$ cat src/rtl/sem_pkg.sv
package sem_pkg;

  // Per-counter action decoded from one bus access.
  typedef struct packed {
    logic give;  // store in counter space
    logic take;  // load in counter space
    logic init;  // store in configuration space
  } sem_act_t;

endpackage

$ cat src/rtl/sem_decode.sv
module sem_decode
  import sem_pkg::*;
#(
  parameter int NUM_SEM = 8,
  parameter int IDX_W   = $clog2(NUM_SEM)
) (
  input  logic [IDX_W:0]               addr,
  input  logic                         rd,
  input  logic                         wr,
  output sem_act_t [NUM_SEM-1:0]       acts,
  output logic                         cfg_sel,
  output logic [IDX_W-1:0]             idx
);

  assign cfg_sel = addr[IDX_W];
  assign idx     = addr[IDX_W-1:0];

  for (genvar g = 0; g < NUM_SEM; g++) begin : g_dec
    logic hit;
    assign hit          = (idx == IDX_W'(g));
    assign acts[g].give = hit && wr && !cfg_sel;
    assign acts[g].take = hit && rd && !cfg_sel;
    assign acts[g].init = hit && wr &&  cfg_sel;
  end

endmodule

$ cat src/rtl/sem_cell.sv
module sem_cell
  import sem_pkg::*;
#(
  parameter int CNT_W = 8
) (
  input  logic             clk,
  input  logic             rst_n,
  input  sem_act_t         act,
  input  logic [CNT_W-1:0] init_val,
  output logic [CNT_W-1:0] count,
  output logic [CNT_W-1:0] count_nxt,
  output logic             took,
  output logic             ovf
);

  localparam logic [CNT_W-1:0] CNT_MAX = '1;

  logic [CNT_W-1:0] after_give;
  logic             sat_hit;
  logic             ovf_nxt;

  // Give is applied before the take test (same-cycle ordering).
  always_comb begin
    sat_hit    = act.give && (count == CNT_MAX);
    after_give = count;
    if (act.give && !sat_hit) after_give = count + CNT_W'(1);
    took       = act.take && (after_give != '0);
    count_nxt  = took ? after_give - CNT_W'(1) : after_give;
    ovf_nxt    = ovf | sat_hit;
    if (act.init) begin
      count_nxt = init_val;
      ovf_nxt   = 1'b0;
    end
  end

  always_ff @(posedge clk) begin
    if (!rst_n) begin
      count <= '0;
      ovf   <= 1'b0;
    end else begin
      count <= count_nxt;
      ovf   <= ovf_nxt;
    end
  end


  zero_floor_chk: assert property (@(posedge clk) disable iff (!rst_n)
    (act.take && !act.give && !act.init && count == '0) |=> (count == '0));


  give_step_chk: assert property (@(posedge clk) disable iff (!rst_n)
    (act.give && !act.take && !act.init && count != CNT_MAX)
      |=> (count == $past(count) + CNT_W'(1)));


  sat_hold_chk: assert property (@(posedge clk) disable iff (!rst_n)
    (act.give && !act.take && !act.init && count == CNT_MAX)
      |=> (count == CNT_MAX && ovf));


  ovf_sticky_chk: assert property (@(posedge clk) disable iff (!rst_n)
    (ovf && !act.init) |=> ovf);


  idle_hold_chk: assert property (@(posedge clk) disable iff (!rst_n)
    !(act.give || act.take || act.init) |=> ($stable(count) && $stable(ovf)));

endmodule

$ cat src/rtl/sem_resp.sv
module sem_resp #(
  parameter int NUM_SEM = 8,
  parameter int CNT_W   = 8,
  parameter int DATA_W  = 32,
  parameter int IDX_W   = $clog2(NUM_SEM)
) (
  input  logic                          clk,
  input  logic                          rst_n,
  input  logic                          rd,
  input  logic                          cfg_sel,
  input  logic [IDX_W-1:0]              idx,
  input  logic [NUM_SEM-1:0][CNT_W-1:0] counts_nxt,
  input  logic [NUM_SEM-1:0]            took_vec,
  input  logic [NUM_SEM-1:0]            ovf_vec,
  output logic                          rsp_valid,
  output logic [DATA_W-1:0]             rsp_data
);

  localparam int PAD_CNT = DATA_W - CNT_W - 1;
  localparam int PAD_OVF = DATA_W - NUM_SEM;

  logic [DATA_W-1:0] word;

  always_comb begin
    if (cfg_sel) word = {{PAD_OVF{1'b0}}, ovf_vec};
    else         word = {{PAD_CNT{1'b0}}, counts_nxt[idx], took_vec[idx]};
  end

  always_ff @(posedge clk) begin
    if (!rst_n) begin
      rsp_valid <= 1'b0;
      rsp_data  <= '0;
    end else begin
      rsp_valid <= rd;
      rsp_data  <= rd ? word : '0;
    end
  end


  fail_count_chk: assert property (@(posedge clk) disable iff (!rst_n)
    (rd && !cfg_sel) |=> (rsp_data[0] || rsp_data[CNT_W:1] == '0));

endmodule

$ cat src/rtl/sem_bank.sv
module sem_bank
  import sem_pkg::*;
#(
  parameter int NUM_SEM = 8,
  parameter int CNT_W   = 8,
  parameter int DATA_W  = 32,
  localparam int IDX_W  = $clog2(NUM_SEM)
) (
  input  logic              clk,
  input  logic              rst_n,
  input  logic [IDX_W:0]    bus_addr,
  input  logic              bus_rd,
  input  logic              bus_wr,
  input  logic [DATA_W-1:0] bus_wdata,
  output logic              rsp_valid,
  output logic [DATA_W-1:0] rsp_data
);

  sem_act_t [NUM_SEM-1:0]        acts;
  logic                          cfg_sel;
  logic [IDX_W-1:0]              idx;
  logic [NUM_SEM-1:0][CNT_W-1:0] counts;
  logic [NUM_SEM-1:0][CNT_W-1:0] counts_nxt;
  logic [NUM_SEM-1:0]            took_vec;
  logic [NUM_SEM-1:0]            ovf_vec;

  sem_decode #(.NUM_SEM(NUM_SEM), .IDX_W(IDX_W)) u_dec (
    .addr    (bus_addr),
    .rd      (bus_rd),
    .wr      (bus_wr),
    .acts    (acts),
    .cfg_sel (cfg_sel),
    .idx     (idx)
  );

  for (genvar g = 0; g < NUM_SEM; g++) begin : g_cell
    sem_cell #(.CNT_W(CNT_W)) u_cell (
      .clk       (clk),
      .rst_n     (rst_n),
      .act       (acts[g]),
      .init_val  (bus_wdata[CNT_W-1:0]),
      .count     (counts[g]),
      .count_nxt (counts_nxt[g]),
      .took      (took_vec[g]),
      .ovf       (ovf_vec[g])
    );
  end

  sem_resp #(.NUM_SEM(NUM_SEM), .CNT_W(CNT_W), .DATA_W(DATA_W), .IDX_W(IDX_W)) u_resp (
    .clk        (clk),
    .rst_n      (rst_n),
    .rd         (bus_rd),
    .cfg_sel    (cfg_sel),
    .idx        (idx),
    .counts_nxt (counts_nxt),
    .took_vec   (took_vec),
    .ovf_vec    (ovf_vec),
    .rsp_valid  (rsp_valid),
    .rsp_data   (rsp_data)
  );


  rsp_follow_chk: assert property (@(posedge clk) disable iff (!rst_n)
    bus_rd |=> rsp_valid);


  status_quiet_chk: assert property (@(posedge clk) disable iff (!rst_n)
    (bus_rd && !bus_wr && cfg_sel) |=> ($stable(counts) && $stable(ovf_vec)));

endmodule

$ cat config.mk
export PLATFORM = sky130hd
export DESIGN_NAME = sem_bank
export DESIGN_NICKNAME = d
export VERILOG_FILES = /design/src/rtl/sem_pkg.sv /design/src/rtl/sem_decode.sv /design/src/rtl/sem_cell.sv /design/src/rtl/sem_resp.sv /design/src/rtl/sem_bank.sv
export SDC_FILE = /design/constraint.sdc
export NUM_CORES = 1
export LEC_CHECK = 0
export ABC_CLOCK_PERIOD_IN_PS = 3600
export CORE_MARGIN = 3
export CORE_UTILIZATION = 45
export DETAILED_ROUTE_END_ITERATION = 8
export GPL_TIMING_DRIVEN = 0
export PLACE_DENSITY_LB_ADDON = 0.25
export SKIP_CTS_REPAIR_TIMING = 1
export SLEW_MARGIN = 20
export SYNTH_ARGS = -nofsm -noshare
export SYNTH_HDL_FRONTEND = slang
export SYNTH_HIERARCHICAL = 1
export SYNTH_SLANG_ARGS = --single-unit
$ cat constraint.sdc
create_clock -name clk -period 3.6 [get_ports clk]
set_input_delay 0.9 -clock clk [delete_from_list [all_inputs] [get_ports clk]]
set_output_delay 0.9 -clock clk [all_outputs]
set_load 0.01 [all_outputs]
==> results.md <==
* Ports at 73
* DR vias at 9494
* Critical path class: in -> reg
* Clk pwr share at 0.375
* HP Class: reg -> reg
* DIE HEIGHT at 149 um
* Place WS at -1.53 ns
* Fin. max-slew vios at 0
* Die area at 22300 um^2
* Gr usage total at 0.243
* Final #Nets at 1320
* Syn-to-layout area delta at 22.7%
* DRT iter0 DRCs at 908
* Reg2Reg Depth at 14
* Mapped cell area at 9250 um^2
* Crit path capture type: flip-flop
* Worst Path Required at 3.82 ns
* Detailed-route DRC error count at 0
* Slew headroom at 0.494
* ANT cells at 0
* Max-cap viol count at 0
* Pwr Total at 2540 uW
* Ranking of synthesized cells by area: dfxtp_1 18%, o21ai_0 3.9%, nor2_1 3.7%, ha_1 3.2%, nand2_1 3.0%
* Flop-to-flop setup slack at 0.03 ns
* Yosys top cell area share at 0.178
* Pre-antenna DRT Iters at 6
* Static Leakage at 0.00436 uW
* Seq pwr share at 0.376
* Vias/cell at 6.22
* Worst r2r dst: u_resp/rsp_data[7]
* Initial antenna violation count at 0
* Worst skew pair latency at 0.36 ns
* Share of post-route cells with drive strength above 1 at 0.299
* Cell Area, Placed at 9970 um^2
* Root Driver: clkbuf_16
* Yosys warns at 6
* Post-synth EDFFs at 0
* Clock Tree Buf Depth at 2
* Port buffer count at 24
* Hold_ws at 0.548 ns
* Placed cells at 1453
* Syn avg cell area at 8.10 um^2
* Synthesized flop and latch total at 82
* Power density cells at 224 nW/um^2
* Ys async rst share at 0
* Hold_sp: g_cell[2].u_cell/ovf
* Die width at 149 um
* CTS Buf Count at 9
* Global placer's final weighted congestion at 0.952
* Worst-path maximum fanout at 8
* Core ar. at 19800 um^2
* Worst-path clk slew at 0.07 ns
* Post-synthesis sequential area ratio at 0.178
* Critical Path Start Type: input port
* CTS Sinks at 82
* Number of global-route vias before repair at 8226
* CP Data Arrival Time at 3.91 ns
* Hpwl dp at 20800 um
* FMAX at 0.271 GHz
* Largest net degree at the start of global routing at 26
* H-Tree Depth at 3
* Worst Skew at 0.00932 ns
* WL per Instance at 18.8 um
* CTS tree: done
* Slew @ Worst Pin at 0.757 ns
* Library cells used by synthesis at 65
* FF-to-FF Start: g_cell[1].u_cell/count[0]
* Prevailing post-synth register cell: dfxtp_1
* Top cell type by total area after synthesis: dfxtp_1
* Synth Instances at 1141
* Setup-failing EPs final at 6
* Slack of the critical path at -0.0946 ns
* Hold Path Stages at 2
* RSZ-0062 raised after global routing: true
* FILL cells at 1768
* Total wire length at 28700 um
* Core Rows at 51
* Violated checks: setup timing
* GRT overflow at 0
* First-pass GRT wire length at 43900 um
* Routed Antenna Nets at 0
* Post-route design area at 11300 um^2
* Combinational share of power at 0.249
* Switching share of power at 0.313
* Period utilization at 1.03
* Initial Utilization at 0.466
* Status: finished with violations
* Non-filler cells, final at 1526
* Maximum vdd drop at 238 uV
* Pint at 1750 uW
* Hold Vio Cnt, Final at 0
* Min cycle time layout at 3.69 ns
* WHS Endpoint: u_resp/rsp_data[2]
* Psw at 796 uW
-- power by group through the flow --
stage          Clock [uW]  Combinational, uW  Sequential (uW)
5_1_grt              1010                678              959
3_5_place_dp            0                517              974
3_3_place_gp            0                509              974
2_1_floorplan           0                372              968
4_1_cts               974                520              954
6_report              955                634              956
-- how the worst max path moves through the flow --
stage / start / to / slack [ns] / cells past startpoint
6_report: bus_addr[2] / u_resp/rsp_data[4] / -0.09 / 13
4_1_cts: bus_addr[3] / u_resp/rsp_data[3] / -1.19 / 15
5_1_grt: bus_addr[2] / u_resp/rsp_data[4] / -0.18 / 13
2_1_floorplan: bus_addr[2] / u_resp/rsp_data[7] / -0.03 / 15
3_5_place_dp: bus_addr[3] / u_resp/rsp_data[3] / -1.53 / 15
3_3_place_gp: bus_addr[3] / u_resp/rsp_data[3] / -1.54 / 15
-- Yosys cell counts (9+ instances only) --
| library cell | n |
|---|---|
| nor4b_1 | 16 |
| a211oi_1 | 13 |
| nor2_1 | 91 |
| a211oi_2 | 16 |
| and2_1 | 41 |
| mux2i_1 | 17 |
| nand2_1 | 74 |
| nor3_1 | 41 |
| buf_2 | 28 |
| buf_4 | 27 |
| o21ai_0 | 72 |
| nand3b_1 | 18 |
| or3_1 | 24 |
| nor2b_1 | 14 |
| xnor2_1 | 24 |
| nand3_1 | 41 |
| and4_1 | 24 |
| clkbuf_1 | 26 |
| nand4_1 | 24 |
| o211a_1 | 9 |
| a31oi_1 | 40 |
| inv_1 | 18 |
| and3_1 | 9 |
| o31ai_1 | 19 |
| ha_1 | 24 |
| dfxtp_1 | 82 |
| mux2_4 | 9 |
| a21oi_1 | 40 |
| buf_6 | 19 |
| mux2_2 | 13 |
| and3_4 | 16 |
| o32a_1 | 16 |
| nand2b_1 | 13 |
-- layout make-up --
| type | instances | area, um^2 | area share |
|---|---|---|---|
| tap | 265 | 332 | 0.0292 |
| sequential | 82 | 1640 | 0.145 |
| clock buffer | 11 | 233 | 0.0205 |
| inverter | 26 | 97.6 | 0.00860 |
| timing repair buffer | 84 | 723 | 0.0637 |
| multi-input combinational | 953 | 7560 | 0.666 |
| buffer | 100 | 694 | 0.0612 |
| clock inverter | 5 | 62.6 | 0.00551 |
-- cells in the final DEF, fill, tap and decap left out, drive strengths merged, types with 9 or more instances in the layout --
cell type / synthesis / final
ha: 24 / 24
o32a: 16 / 16
a21oi: 40 / 40
nor2: 92 / 92
nor4b: 16 / 16
and3: 25 / 25
conb: 1 / 23
buf: 76 / 140
mux4: 9 / 9
mux2: 24 / 24
inv: 18 / 21
nand3b: 18 / 18
nor2b: 14 / 14
nand4: 24 / 24
dfxtp: 82 / 82
nor3b: 16 / 16
nand2: 74 / 74
mux2i: 17 / 17
a211oi: 29 / 29
clkdlybuf4s50: 0 / 18
nor3: 41 / 41
and4: 32 / 32
a31o: 9 / 9
xnor2: 24 / 24
nand3: 41 / 41
o211a: 9 / 9
o22ai: 12 / 12
o21ai: 80 / 80
nand2b: 13 / 13
or3: 24 / 24
and2: 41 / 41
o31ai: 27 / 27
clkbuf: 26 / 36
a31oi: 48 / 48
or2: 17 / 17
-- state kept, by name, summed over array words and instances, names as in the netlist --
signal,cells
u_resp/rsp_valid,1
u_resp/rsp_data,9
g_cell.u_cell/ovf,8
g_cell.u_cell/count,64
-- worst max-delay path, cell delays in order --
cell	delay, ns
buf_12	0.11
or3b_4	0.44
nor2_4	0.23
and4_1	0.24
buf_6	0.13
mux2_4	0.33
o22ai_4	0.25
o31ai_2	0.10
xnor2_1	0.28
a21oi_1	0.13
mux4_2	0.52
nor2_4	0.15
o31ai_4	0.09
-- per-stage QoR --
step                      setup TNS [ns]  utilization
final                             -0.268        0.572
after global routing              -0.990        0.572
after CTS                         -10.50        0.517
after detailed placement          -31.91        0.502
after global placement            -32.05        0.501
after floorplan                  -0.0301            -
-- cells by family after synthesis --
family | Yosys count | synth area share
AND/OR/NAND/NOR | 497 | 0.325
AO/OA/AOI/OAI | 327 | 0.275
buffers and inverters | 128 | 0.0839
flip-flops | 82 | 0.178
multiplexers | 50 | 0.0756
XOR/XNOR | 32 | 0.0303
adder cells (fa/ha/maj) | 24 | 0.0325
other | 1 | 0.000406
-- routing by layer --
| metal | track usage | routed length, um | vias to the layer above |
|---|---|---|---|
| met1 | 0.356 | 12900 | 4528 |
| li1 | - | - | 4556 |
| met5 | 0 | 0 | - |
| met4 | 0.0462 | 519 | 0 |
| met3 | 0.0365 | 2080 | 47 |
| met2 | 0.383 | 13100 | 363 |
(Power assumes the default switching activity.)
